<file path="config.mk">
export PLATFORM = sky130hd
export DESIGN_NAME = aud_ctl_slave
export DESIGN_NICKNAME = d
export VERILOG_FILES = /design/src/rtl/aud_ctl_pkg.sv /design/src/rtl/line_filter.sv /design/src/rtl/bus_engine.sv /design/src/rtl/reg_bank.sv /design/src/rtl/aud_ctl_slave.sv
export SDC_FILE = /design/constraint.sdc
export NUM_CORES = 1
export LEC_CHECK = 0
export ABC_AREA = 1
export BUFFER_PORTS_ARGS = -buffer_cell sky130_fd_sc_hd__buf_2
export CORE_MARGIN = 3
export CORE_UTILIZATION = 55
export DETAILED_ROUTE_END_ITERATION = 12
export MAX_ROUTING_LAYER = met4
export PLACE_DENSITY = 0.77
export SLEW_MARGIN = 10
export SYNTH_ARGS = -nofsm -noshare
export SYNTH_HDL_FRONTEND = slang
export SYNTH_SLANG_ARGS = --single-unit
</file>
<file path="constraint.sdc">
create_clock -name clk_i -period 3.32 [get_ports clk_i]
set_input_delay 0.664 -clock clk_i [delete_from_list [all_inputs] [get_ports clk_i]]
set_output_delay 0.664 -clock clk_i [all_outputs]
set_load 0.02 [all_outputs]
</file>
<file path="src/rtl/aud_ctl_pkg.sv">
package aud_ctl_pkg;
  localparam int unsigned DW   = 8;
  localparam int unsigned NREG = 8;
  localparam int unsigned IDXW = 4;

  typedef enum logic [2:0] {
    ST_IDLE, ST_ADDR, ST_SUB, ST_DATA, ST_SKIP
  } bus_st_e;

  function automatic logic [DW-1:0] reset_value(int unsigned k);
    case (k)
      0:       reset_value = 8'h02;
      1:       reset_value = 8'h0E;
      2:       reset_value = 8'h38;
      3:       reset_value = 8'h07;
      4:       reset_value = 8'h0E;
      5:       reset_value = 8'h0E;
      default: reset_value = 8'h78;
    endcase
  endfunction
endpackage

</file>
<file path="src/rtl/line_filter.sv">
module line_filter #(
  parameter int unsigned FILT_LEN = 3,
  localparam int unsigned CW = $clog2(FILT_LEN + 1)
) (
  input  logic clk_i,
  input  logic rst_ni,
  input  logic in_i,
  output logic out_o
);
  logic [1:0]    sync_q;
  logic [CW-1:0] cnt_q;
  logic          out_q;

  always_ff @(posedge clk_i or negedge rst_ni) begin
    if (!rst_ni) begin
      sync_q <= 2'b11;
      cnt_q  <= '0;
      out_q  <= 1'b1;
    end else begin
      sync_q <= {sync_q[0], in_i};
      if (sync_q[1] == out_q) begin
        cnt_q <= '0;
      end else if (cnt_q == CW'(FILT_LEN - 1)) begin
        out_q <= sync_q[1];
        cnt_q <= '0;
      end else begin
        cnt_q <= cnt_q + 1'b1;
      end
    end
  end

  assign out_o = out_q;
endmodule

</file>
<file path="src/rtl/bus_engine.sv">
module bus_engine
  import aud_ctl_pkg::*;
#(
  parameter logic [DW-1:0] DEV_ADDR = 8'h88
) (
  input  logic            clk_i,
  input  logic            rst_ni,
  input  logic            sda_f_i,
  input  logic            scl_rise_i,
  input  logic            scl_fall_i,
  input  logic            start_i,
  input  logic            stop_i,
  output logic            sda_pull_o,
  output logic            wr_en_o,
  output logic [IDXW-1:0] wr_idx_o,
  output logic [DW-1:0]   wr_data_o,
  output bus_st_e         st_o,
  output logic [3:0]      bit_cnt_o
);
  localparam logic [3:0] LAST_BIT = 4'd8;
  localparam logic [3:0] ACK_BIT  = 4'd9;

  bus_st_e         st_q;
  logic [3:0]      bit_cnt_q;
  logic [DW-1:0]   shift_q;
  logic            ack_q;
  logic [IDXW-1:0] idx_q;
  logic            inc_q;
  logic            active;
  logic            accept;

  assign active = (st_q == ST_ADDR) || (st_q == ST_SUB) || (st_q == ST_DATA);
  assign accept = (st_q != ST_ADDR) || (shift_q == DEV_ADDR);

  always_ff @(posedge clk_i or negedge rst_ni) begin
    if (!rst_ni) begin
      st_q      <= ST_IDLE;
      bit_cnt_q <= '0;
      shift_q   <= '0;
      ack_q     <= 1'b0;
      idx_q     <= '0;
      inc_q     <= 1'b0;
    end else if (start_i) begin
      st_q      <= ST_ADDR;
      bit_cnt_q <= '0;
      ack_q     <= 1'b0;
    end else if (stop_i) begin
      st_q      <= ST_IDLE;
      bit_cnt_q <= '0;
      ack_q     <= 1'b0;
    end else if (active) begin
      if (scl_rise_i && bit_cnt_q < LAST_BIT) begin
        shift_q   <= {shift_q[DW-2:0], sda_f_i};
        bit_cnt_q <= bit_cnt_q + 1'b1;
      end else if (scl_fall_i && bit_cnt_q == LAST_BIT) begin
        ack_q     <= accept;
        bit_cnt_q <= ACK_BIT;
      end else if (scl_fall_i && bit_cnt_q == ACK_BIT) begin
        ack_q     <= 1'b0;
        bit_cnt_q <= '0;
        unique case (st_q)
          ST_ADDR: st_q <= accept ? ST_SUB : ST_SKIP;
          ST_SUB: begin
            st_q  <= ST_DATA;
            idx_q <= shift_q[IDXW-1:0];
            inc_q <= shift_q[IDXW];
          end
          default: if (inc_q) idx_q <= idx_q + 1'b1;
        endcase
      end
    end
  end

  // commit on the rising edge of the acknowledge clock
  assign wr_en_o    = (st_q == ST_DATA) && (bit_cnt_q == ACK_BIT) && scl_rise_i &&
                      (idx_q < IDXW'(NREG)) && !start_i && !stop_i;
  assign wr_idx_o   = idx_q;
  assign wr_data_o  = shift_q;
  assign sda_pull_o = ack_q;
  assign st_o       = st_q;
  assign bit_cnt_o  = bit_cnt_q;
endmodule

</file>
<file path="src/rtl/reg_bank.sv">
module reg_bank
  import aud_ctl_pkg::*;
(
  input  logic               clk_i,
  input  logic               rst_ni,
  input  logic               wr_en_i,
  input  logic [IDXW-1:0]    wr_idx_i,
  input  logic [DW-1:0]      wr_data_i,
  output logic [NREG*DW-1:0] regs_o
);
  for (genvar k = 0; k < NREG; k++) begin : g_reg
    logic [DW-1:0] q;
    always_ff @(posedge clk_i or negedge rst_ni) begin
      if (!rst_ni)                                q <= reset_value(k);
      else if (wr_en_i && wr_idx_i == IDXW'(k))   q <= wr_data_i;
    end
    assign regs_o[k*DW +: DW] = q;
  end
endmodule

</file>
<file path="src/rtl/aud_ctl_slave.sv">
module aud_ctl_slave
  import aud_ctl_pkg::*;
#(
  parameter logic [DW-1:0] DEV_ADDR = 8'h88,
  parameter int unsigned   FILT_LEN = 3
) (
  input  logic               clk_i,
  input  logic               rst_ni,
  input  logic               scl_i,
  input  logic               sda_i,
  output logic               sda_pull_o,
  output logic [NREG*DW-1:0] regs_o
);
  logic scl_f, sda_f, scl_q, sda_q;
  logic scl_rise_w, scl_fall_w, start_w, stop_w;
  logic            wr_en_w;
  logic [IDXW-1:0] wr_idx_w;
  logic [DW-1:0]   wr_data_w;
  bus_st_e         st_w;
  logic [3:0]      bit_cnt_w;

  line_filter #(.FILT_LEN(FILT_LEN)) u_scl_filt (
    .clk_i(clk_i), .rst_ni(rst_ni), .in_i(scl_i), .out_o(scl_f));
  line_filter #(.FILT_LEN(FILT_LEN)) u_sda_filt (
    .clk_i(clk_i), .rst_ni(rst_ni), .in_i(sda_i), .out_o(sda_f));

  always_ff @(posedge clk_i or negedge rst_ni) begin
    if (!rst_ni) begin
      scl_q <= 1'b1;
      sda_q <= 1'b1;
    end else begin
      scl_q <= scl_f;
      sda_q <= sda_f;
    end
  end

  assign scl_rise_w = scl_f & ~scl_q;
  assign scl_fall_w = ~scl_f & scl_q;
  assign start_w    = scl_f & scl_q & sda_q & ~sda_f;
  assign stop_w     = scl_f & scl_q & ~sda_q & sda_f;

  bus_engine #(.DEV_ADDR(DEV_ADDR)) u_engine (
    .clk_i(clk_i), .rst_ni(rst_ni), .sda_f_i(sda_f),
    .scl_rise_i(scl_rise_w), .scl_fall_i(scl_fall_w),
    .start_i(start_w), .stop_i(stop_w),
    .sda_pull_o(sda_pull_o), .wr_en_o(wr_en_w), .wr_idx_o(wr_idx_w),
    .wr_data_o(wr_data_w), .st_o(st_w), .bit_cnt_o(bit_cnt_w));

  reg_bank u_bank (
    .clk_i(clk_i), .rst_ni(rst_ni), .wr_en_i(wr_en_w),
    .wr_idx_i(wr_idx_w), .wr_data_i(wr_data_w), .regs_o(regs_o));
endmodule

</file>
==> flow_metrics.tcl, run 1 <==
set metrics [dict create \
    outcome "completed" \
    grt_use_total_pct 21.5 \
    layout_commonest_cell "nand2_1" \
    syn_area_um2 4150 \
    setup_slack_ns 1.06 \
    routedWlPerCell_um 13.8 \
    antenna_found_initial 0 \
    synth_fa_ha_area_share_pct 2.11 \
    final.fill_count 622 \
    peakVddDrop_v 0.000343 \
    drc 0 \
    root_buffer "clkbuf_8" \
    rsz0062_at_grt "no" \
    synth_compound_area_share_pct 10.4 \
    ys_seq_area_share_pct 59.4 \
    avgSynthCellArea_um2 9.21 \
    postCtsHoldBufs 0 \
    vias 3164 \
    htree_levels 3 \
    grt_overflow 0 \
    synth.distinct_cells 22 \
    relSlewSlack_pct 54.8 \
    synth_xor_xnor_area_share_pct 0.422 \
    cpPeakStageDelay_ns 0.59 \
    final-setup-viol-count 0 \
    layout_common_cells "136 x nand2_1, 67 x buf_2, 65 x dfrtp_1" \
    avgViaCountPerCell 5.10 \
    cp_cell_sequence "inv_1, ha_1, nand3_2, nor3_4, nand2_1, o21ai_0" \
    n_antenna_cell 0 \
    dieArea_um2 8630 \
    maxSlewViolCount 0 \
    die_h_um 92.9 \
    grt_max_degree 52 \
    synth_top_family_by_area "simple AND/OR/NAND/NOR gates" \
    dp_cells 605 \
    fin_setup_tns_ns 0 \
    cts_made_buffers 9 \
    period_share_pct 68.2 \
    power_density_nw_per_um2 507 \
    hold_viol 0 \
    hp-class "in2async" \
    gp_congestion 0.905 \
    drt_iter0_markers 197 \
    fmax_ghz 0.442 \
    syn_to_final_growth_pct 13.1 \
    yosys-mux-area-fraction_pct 0 \
    endpoint_kind "register" \
    clock_sinks 97 \
    wirelength_um 8600 \
    io_buffer_count 68 \
    critPathMaxFanout 16 \
    dr_wl_met3_um 526 \
    fin_crit_ns 2.26 \
    grt_pass1_vias 3044 \
    crit_path_start_kind "register" \
    cts_resized 0 \
    worstMarginPinSlew_ns 0.675 \
    core-area_um2 7290 \
    ioPinCount 69 \
    slowest_stage "nor3_4" \
    ys_ff_latch 97 \
    rows 31 \
    insertion_delay_ns 0.36 \
    drv_cap 0 \
    cts_setup_buffers 0 \
    nets 528 \
    clk_path_buf_depth 2 \
    wl_met2_um 4120 \
    hold_ws_ns 0.297 \
    utilization_pct 64.4 \
    topRoutingLayerUsed "met4" \
    tritoncts "built" \
    clk_pin_slew_ns 0.10 \
    crit_required_ns 3.58 \
    firstDrtPassIters 4 \
    arrival_ns 2.53 \
    drtAntennaViolNets 0 \
    skew_ns 0.0106 \
    layout-drive-gt1-share_pct 24.5 \
    die_x_um 92.9 \
    synth.net_count 462 \
    power.leakage_nw 2.38 \
    synth_simple_gate_area_share_pct 21.6 \
    dpl_worst_slack_ns 1.07 \
    grt_pass1_wl_um 14200 \
    critical_path_class "reg2reg" \
    met1_length_um 3820 \
    yosysWarnings 0 \
    hpwl_um 6090 \
    synth_cells 451 \
    initial_core_util_pct 57.0 \
    fin_cells 621 \
]
## per-layer routing
layer	up-vias	GRT usage [%]
met5	-	-
met4	0	7.08
met3	13	3.74
met2	86	34.1
met1	1483	28.5
li1	1582	-
## cells by family (layout without fill, tap and decap cells)
family	Yosys count	after routing
buf+inv	49	120
flops	97	97
xor+xnor	2	2
compound gates	81	81
fa+ha+maj	7	7
simple gates	215	215
## cell usage after synthesis, drive strengths merged
library cell,n,area (um2)
buf,10,106
dfrtp,65,1630
a21oi,2,10.0
dfstp,32,841
ha,7,87.6
nor2,34,128
nand2,138,533
o21ai,77,408
xnor2,2,17.5
nand3,35,180
clkbuf,4,15.0
nor3,5,36.3
o211ai,2,15.0
or2,1,6.26
inv,35,131
nand4,2,12.5
## registers in the layout, indices dropped and copies added, names as in the netlist, 3 cells and up
| name | count |
|---|---|
| u_engine.st_o | 3 |
| u_bank.g.q | 64 |
| u_engine.wr_data_o | 8 |
| u_engine.wr_idx_o | 4 |
| u_engine.bit_cnt_o | 4 |
## area by class of cell
type	count	area (um2)	share of cell area, %
clock inverter	7	53.8	1.15
tap	99	124	2.64
clock buffer	9	124	2.64
sequential	97	2470	52.5
timing repair buffer	69	363	7.73
inverter	35	131	2.80
multi-input combinational	305	1430	30.5
## metrics by stage
step,cell area (um2),power (mW)
after floorplan,4150,1.60
final,4700,2.38
after detailed placement,4520,1.70
after CTS,4700,2.40
after global routing,4700,2.52
after global placement,4520,1.69
## power breakdown
| group | total (mW) | leakage (nW) | internal (mW) | switching, mW |
|---|---|---|---|---|
| Clock | 0.700 | 0.0932 | 0.282 | 0.418 |
| Sequential | 1.33 | 1.23 | 1.27 | 0.0677 |
| Combinational | 0.346 | 1.06 | 0.104 | 0.241 |
## critical path: cells and delay by family (launching register included)
kind	cells	cell delay, ns
AND/OR/NAND/NOR	3	1.16
adder cells (fa/ha/maj)	1	0.21
flip-flops	1	0.42
buffers and inverters	1	0.09
AO/OA/AOI/OAI	1	0.30
## final timing paths
check / startpoint / cells after the start / endpoint / slack, ns
setup / recovery: u_engine.bit_cnt_o[1] / 6 / u_bank.g_reg[3].q[6] / 1.06
hold / removal: rst_ni / 1 / u_bank.g_reg[4].q[4] / 0.30
setup reg to reg: u_engine.bit_cnt_o[1] / 6 / u_bank.g_reg[3].q[6] / 1.06
hold reg to reg: u_scl_filt.sync_q[0] / 0 / u_scl_filt.sync_q[1] / 0.36
max in group asynchronous: rst_ni / 2 / u_bank.g_reg[5].q[1] / 2.31
min in group clk_i: u_scl_filt.sync_q[0] / 0 / u_scl_filt.sync_q[1] / 0.36
No activity file was read; power rests on OpenSTA's default activity.
==> run 2, diff against run 1 <==
--- a/config.mk
+++ b/config.mk
@@ -5,13 +5,13 @@
 export SDC_FILE = /design/constraint.sdc
 export NUM_CORES = 1
 export LEC_CHECK = 0
-export ABC_AREA = 1
+export ABC_AREA = 0
 export BUFFER_PORTS_ARGS = -buffer_cell sky130_fd_sc_hd__buf_2
 export CORE_MARGIN = 3
-export CORE_UTILIZATION = 55
+export CORE_UTILIZATION = 50
 export DETAILED_ROUTE_END_ITERATION = 12
 export MAX_ROUTING_LAYER = met4
-export PLACE_DENSITY = 0.77
+export PLACE_DENSITY = 0.74
 export SLEW_MARGIN = 10
 export SYNTH_ARGS = -nofsm -noshare
 export SYNTH_HDL_FRONTEND = slang
==> constraint.sdc (replaced) <==
create_clock -name clk_i -period 2 [get_ports clk_i]
set_input_delay 0.4 -clock clk_i [delete_from_list [all_inputs] [get_ports clk_i]]
set_output_delay 0.4 -clock clk_i [all_outputs]
set_load 0.02 [all_outputs]
==> run 2 against run 1 <==
  * The flow now finishes with violations (setup timing)
  * Final cell count is 19% lower
  * Non-clock buffer count is 43 higher
  * Final area is 13% higher
  * Synthesized cell count is 36% lower
  * First-iteration DRC count is 9.1% lower
  * Wire length is 7.0% higher
  * Core utilization is 3.3 points higher
  * Via count is 14% lower
==> flow_metrics.tcl, run 2 <==
set metrics [dict create \
    ys_seq_area_share_pct 60.3 \
    synth_cells 288 \
    syn_area_um2 4100 \
    critical_path_class "reg2reg" \
    p_comb_share_pct 17.0 \
    worstMarginPinSlew_ns 0.525 \
    ys_ff_latch 97 \
    gp_congestion 0.925 \
    period_share_pct 105 \
    drv_cap 0 \
    synth.distinct_cells 39 \
    max_flop_register "u_bank.g.q" \
    crit_path_end "u_bank.g_reg[1].q[5]" \
    hpwl_um 6090 \
    peakVddDrop_v 0.000522 \
    cpPeakStageDelay_ns 0.62 \
    layout_common_cells "67 x buf_2, 65 x dfrtp_1, 43 x mux2_2" \
    power_density_nw_per_um2 814 \
    drc 0 \
    outcome "finished, violations left" \
    hp-class "in2reg" \
    crit_required_ns 2.24 \
    maxSlewViolCount 0 \
    core-area_um2 7850 \
    rr_worst_depth 5 \
    p_int_mw 3.20 \
    pwr-share-clk_pct 32.1 \
    final-setup-viol-count 29 \
    fmax_ghz 0.475 \
    vias 2711 \
    yosysTopAreaCell "dfrtp_1" \
    avgViaCountPerCell 5.38 \
    grt_pass1_vias 2826 \
    grt_max_degree 54 \
    grt_use_total_pct 21.5 \
    avgSynthCellArea_um2 14.2 \
    power.leakage_nw 2.64 \
    fin_cells 504 \
    synthTopCellsByCount "69 x mux2_2, 65 x dfrtp_1, 32 x dfstp_2" \
    arrival_ns 2.35 \
    io_buffer_count 68 \
    insertion_delay_ns 0.36 \
    multi_input_area_um2 1720 \
    largest_reg_flops 64 \
    setup_slack_ns -0.106 \
    hold_ws_ns 0.134 \
    r2r_slack_ns -0.11 \
    initial_core_util_pct 52.2 \
    rows 32 \
    dp_cells 486 \
    dpl_worst_slack_ns -0.137 \
    regArea_um2 2470 \
    synth.net_count 299 \
    firstDrtPassIters 4 \
    yosysTopAreaCellShare_pct 39.7 \
    die_x_um 96.5 \
    hold_viol 0 \
    final.fill_count 576 \
    cts_made_buffers 9 \
    drtAntennaViolNets 0 \
    die_h_um 96.5 \
    synth_edf_count 0 \
    n_antenna_cell 0 \
    htree_levels 3 \
    ys.flop_type "dfrtp_1" \
    synth.most_common_cell "mux2_2" \
    syn_to_final_growth_pct 29.7 \
    nets 409 \
    grt_pass1_wl_um 14500 \
    tritoncts "built" \
    reg2reg_from "u_scl_filt.out_o" \
    r2r-end "u_bank.g_reg[1].q[5]" \
    power_mw 4.33 \
    startpoint "u_scl_filt.out_o" \
    violations "setup timing" \
    synth_area_leaders "dfrtp_1 40%, dfstp_2 21%, mux2_2 19%, ha_1 2.1%, mux2_1 1.6%" \
    clk_pin_slew_ns 0.09 \
    finalInstanceArea_um2 5310 \
    fin_crit_ns 2.11 \
    synthArstFlopShare_pct 100 \
    layout-drive-gt1-share_pct 63.9 \
    rsz0062_at_grt "yes" \
    dieArea_um2 9310 \
    clock_sinks 97 \
    endpoint_kind "register" \
    layout_commonest_cell "buf_2" \
    drt_iter0_markers 179 \
    cp_cell_sequence "nand2b_1, or4_4, nor3b_4, buf_12, mux2_4" \
    clk_path_buf_depth 2 \
    routedWlPerCell_um 18.2 \
    crit_path_start_kind "register" \
    wirelength_um 9200 \
    ioPinCount 69 \
    skew_ns 0.0115 \
    p_switching_mw 1.13 \
    seqPwrFrac_pct 50.9 \
    root_buffer "clkbuf_8" \
    antenna_found_initial 0 \
    yosysWarnings 0 \
    slowest_stage "or4_4" \
    critPathMaxFanout 8 \
    relSlewSlack_pct 64.5 \
    switching_share_pct 26.1 \
    post_dp_cell_area_um2 4880 \
    grt_overflow 0 \
]
[run 2: cell types whose count changed after synthesis, sizes merged, moves of 4 or more]
cell | previous run | this run
nand2 | 138 | 4
mux2 | 0 | 75
clkbuf | 4 | 12
nand2b | 0 | 4
nor3b | 0 | 5
a31oi | 0 | 4
nand3b | 0 | 4
nor2 | 34 | 11
o21ai | 77 | 7
inv | 35 | 11
buf | 10 | 1
nand3 | 35 | 2
[run 2: how the worst min path moves through the flow]
stage / start / end / slack [ns] / cells after the start
finish: scl_i / u_scl_filt.sync_q[0] / 0.13 / 1
global route: scl_i / u_scl_filt.sync_q[0] / 0.12 / 1
CTS: scl_i / u_scl_filt.sync_q[0] / 0.12 / 1
detailed placement: u_sda_filt.sync_q[0] / u_sda_filt.sync_q[1] / 0.35 / 0
global placement: rst_ni / u_bank.g_reg[3].q[3] / 0.35 / 1
floorplan: rst_ni / u_bank.g_reg[0].q[0] / 0.10 / 0
[run 2: cell families (layout without fill, tap and decap cells)]
group,Yosys count,count (layout),synth area share [%]
adder cells (fa/ha/maj),7,7,2.14
flip-flops,97,97,60.3
AND/OR/NAND/NOR,51,51,8.71
multiplexers,78,78,21.4
buffers and inverters,24,138,2.26
XOR/XNOR,4,4,0.855
AO/OA/AOI/OAI,27,27,4.43
[run 2: power groups by stage]
stage	combinational, mW	clock, mW	sequential, mW
final	0.737	1.39	2.20
after global routing	0.809	1.49	2.22
after floorplan	0.334	0	2.24
after global placement	0.637	0	2.23
after CTS	0.705	1.41	2.20
after detailed placement	0.661	0	2.23
[run 2: worst max-delay path, delay by kind of cell (launching register included)]
family	cells	cell delay (ns)
buf+inv	1	0.17
simple gates	3	0.97
flops	1	0.55
mux	1	0.31
[run 2: final cells by class]
type                    instances  share of cell area [%]
repair buffers                112                    13.9
flip-flops and latches         97                    46.4
multi-input cells             167                    32.4
clock buffers                  10                    2.59
well taps                     102                    2.40
clock inverters                 5                    1.48
inverters                      11                   0.777
[run 2: repair_timing]
action                     CTS  global route
resized for setup           36            14
setup endpoints to repair   36            76
hold buffers                 1             0
hold endpoints to repair    18             0
pin swaps                    6             3
setup buffers                3             0
[run 2: layer usage]
metal | share of wire (%) | global-route usage [%]
met1 | 45 | 28.5
met2 | 49 | 33.0
met3 | 3.8 | 3.02
met4 | 2.4 | 10.0
met5 | 0 | -
[run 2: metrics by stage]
step,TNS [ns],util [%]
2_1_floorplan,-4.04,-
3_3_place_gp,-3.45,62.2
3_5_place_dp,-3.80,62.2
4_1_cts,-3.09,67.1
5_1_grt,-4.22,67.7
6_report,-1.86,67.7
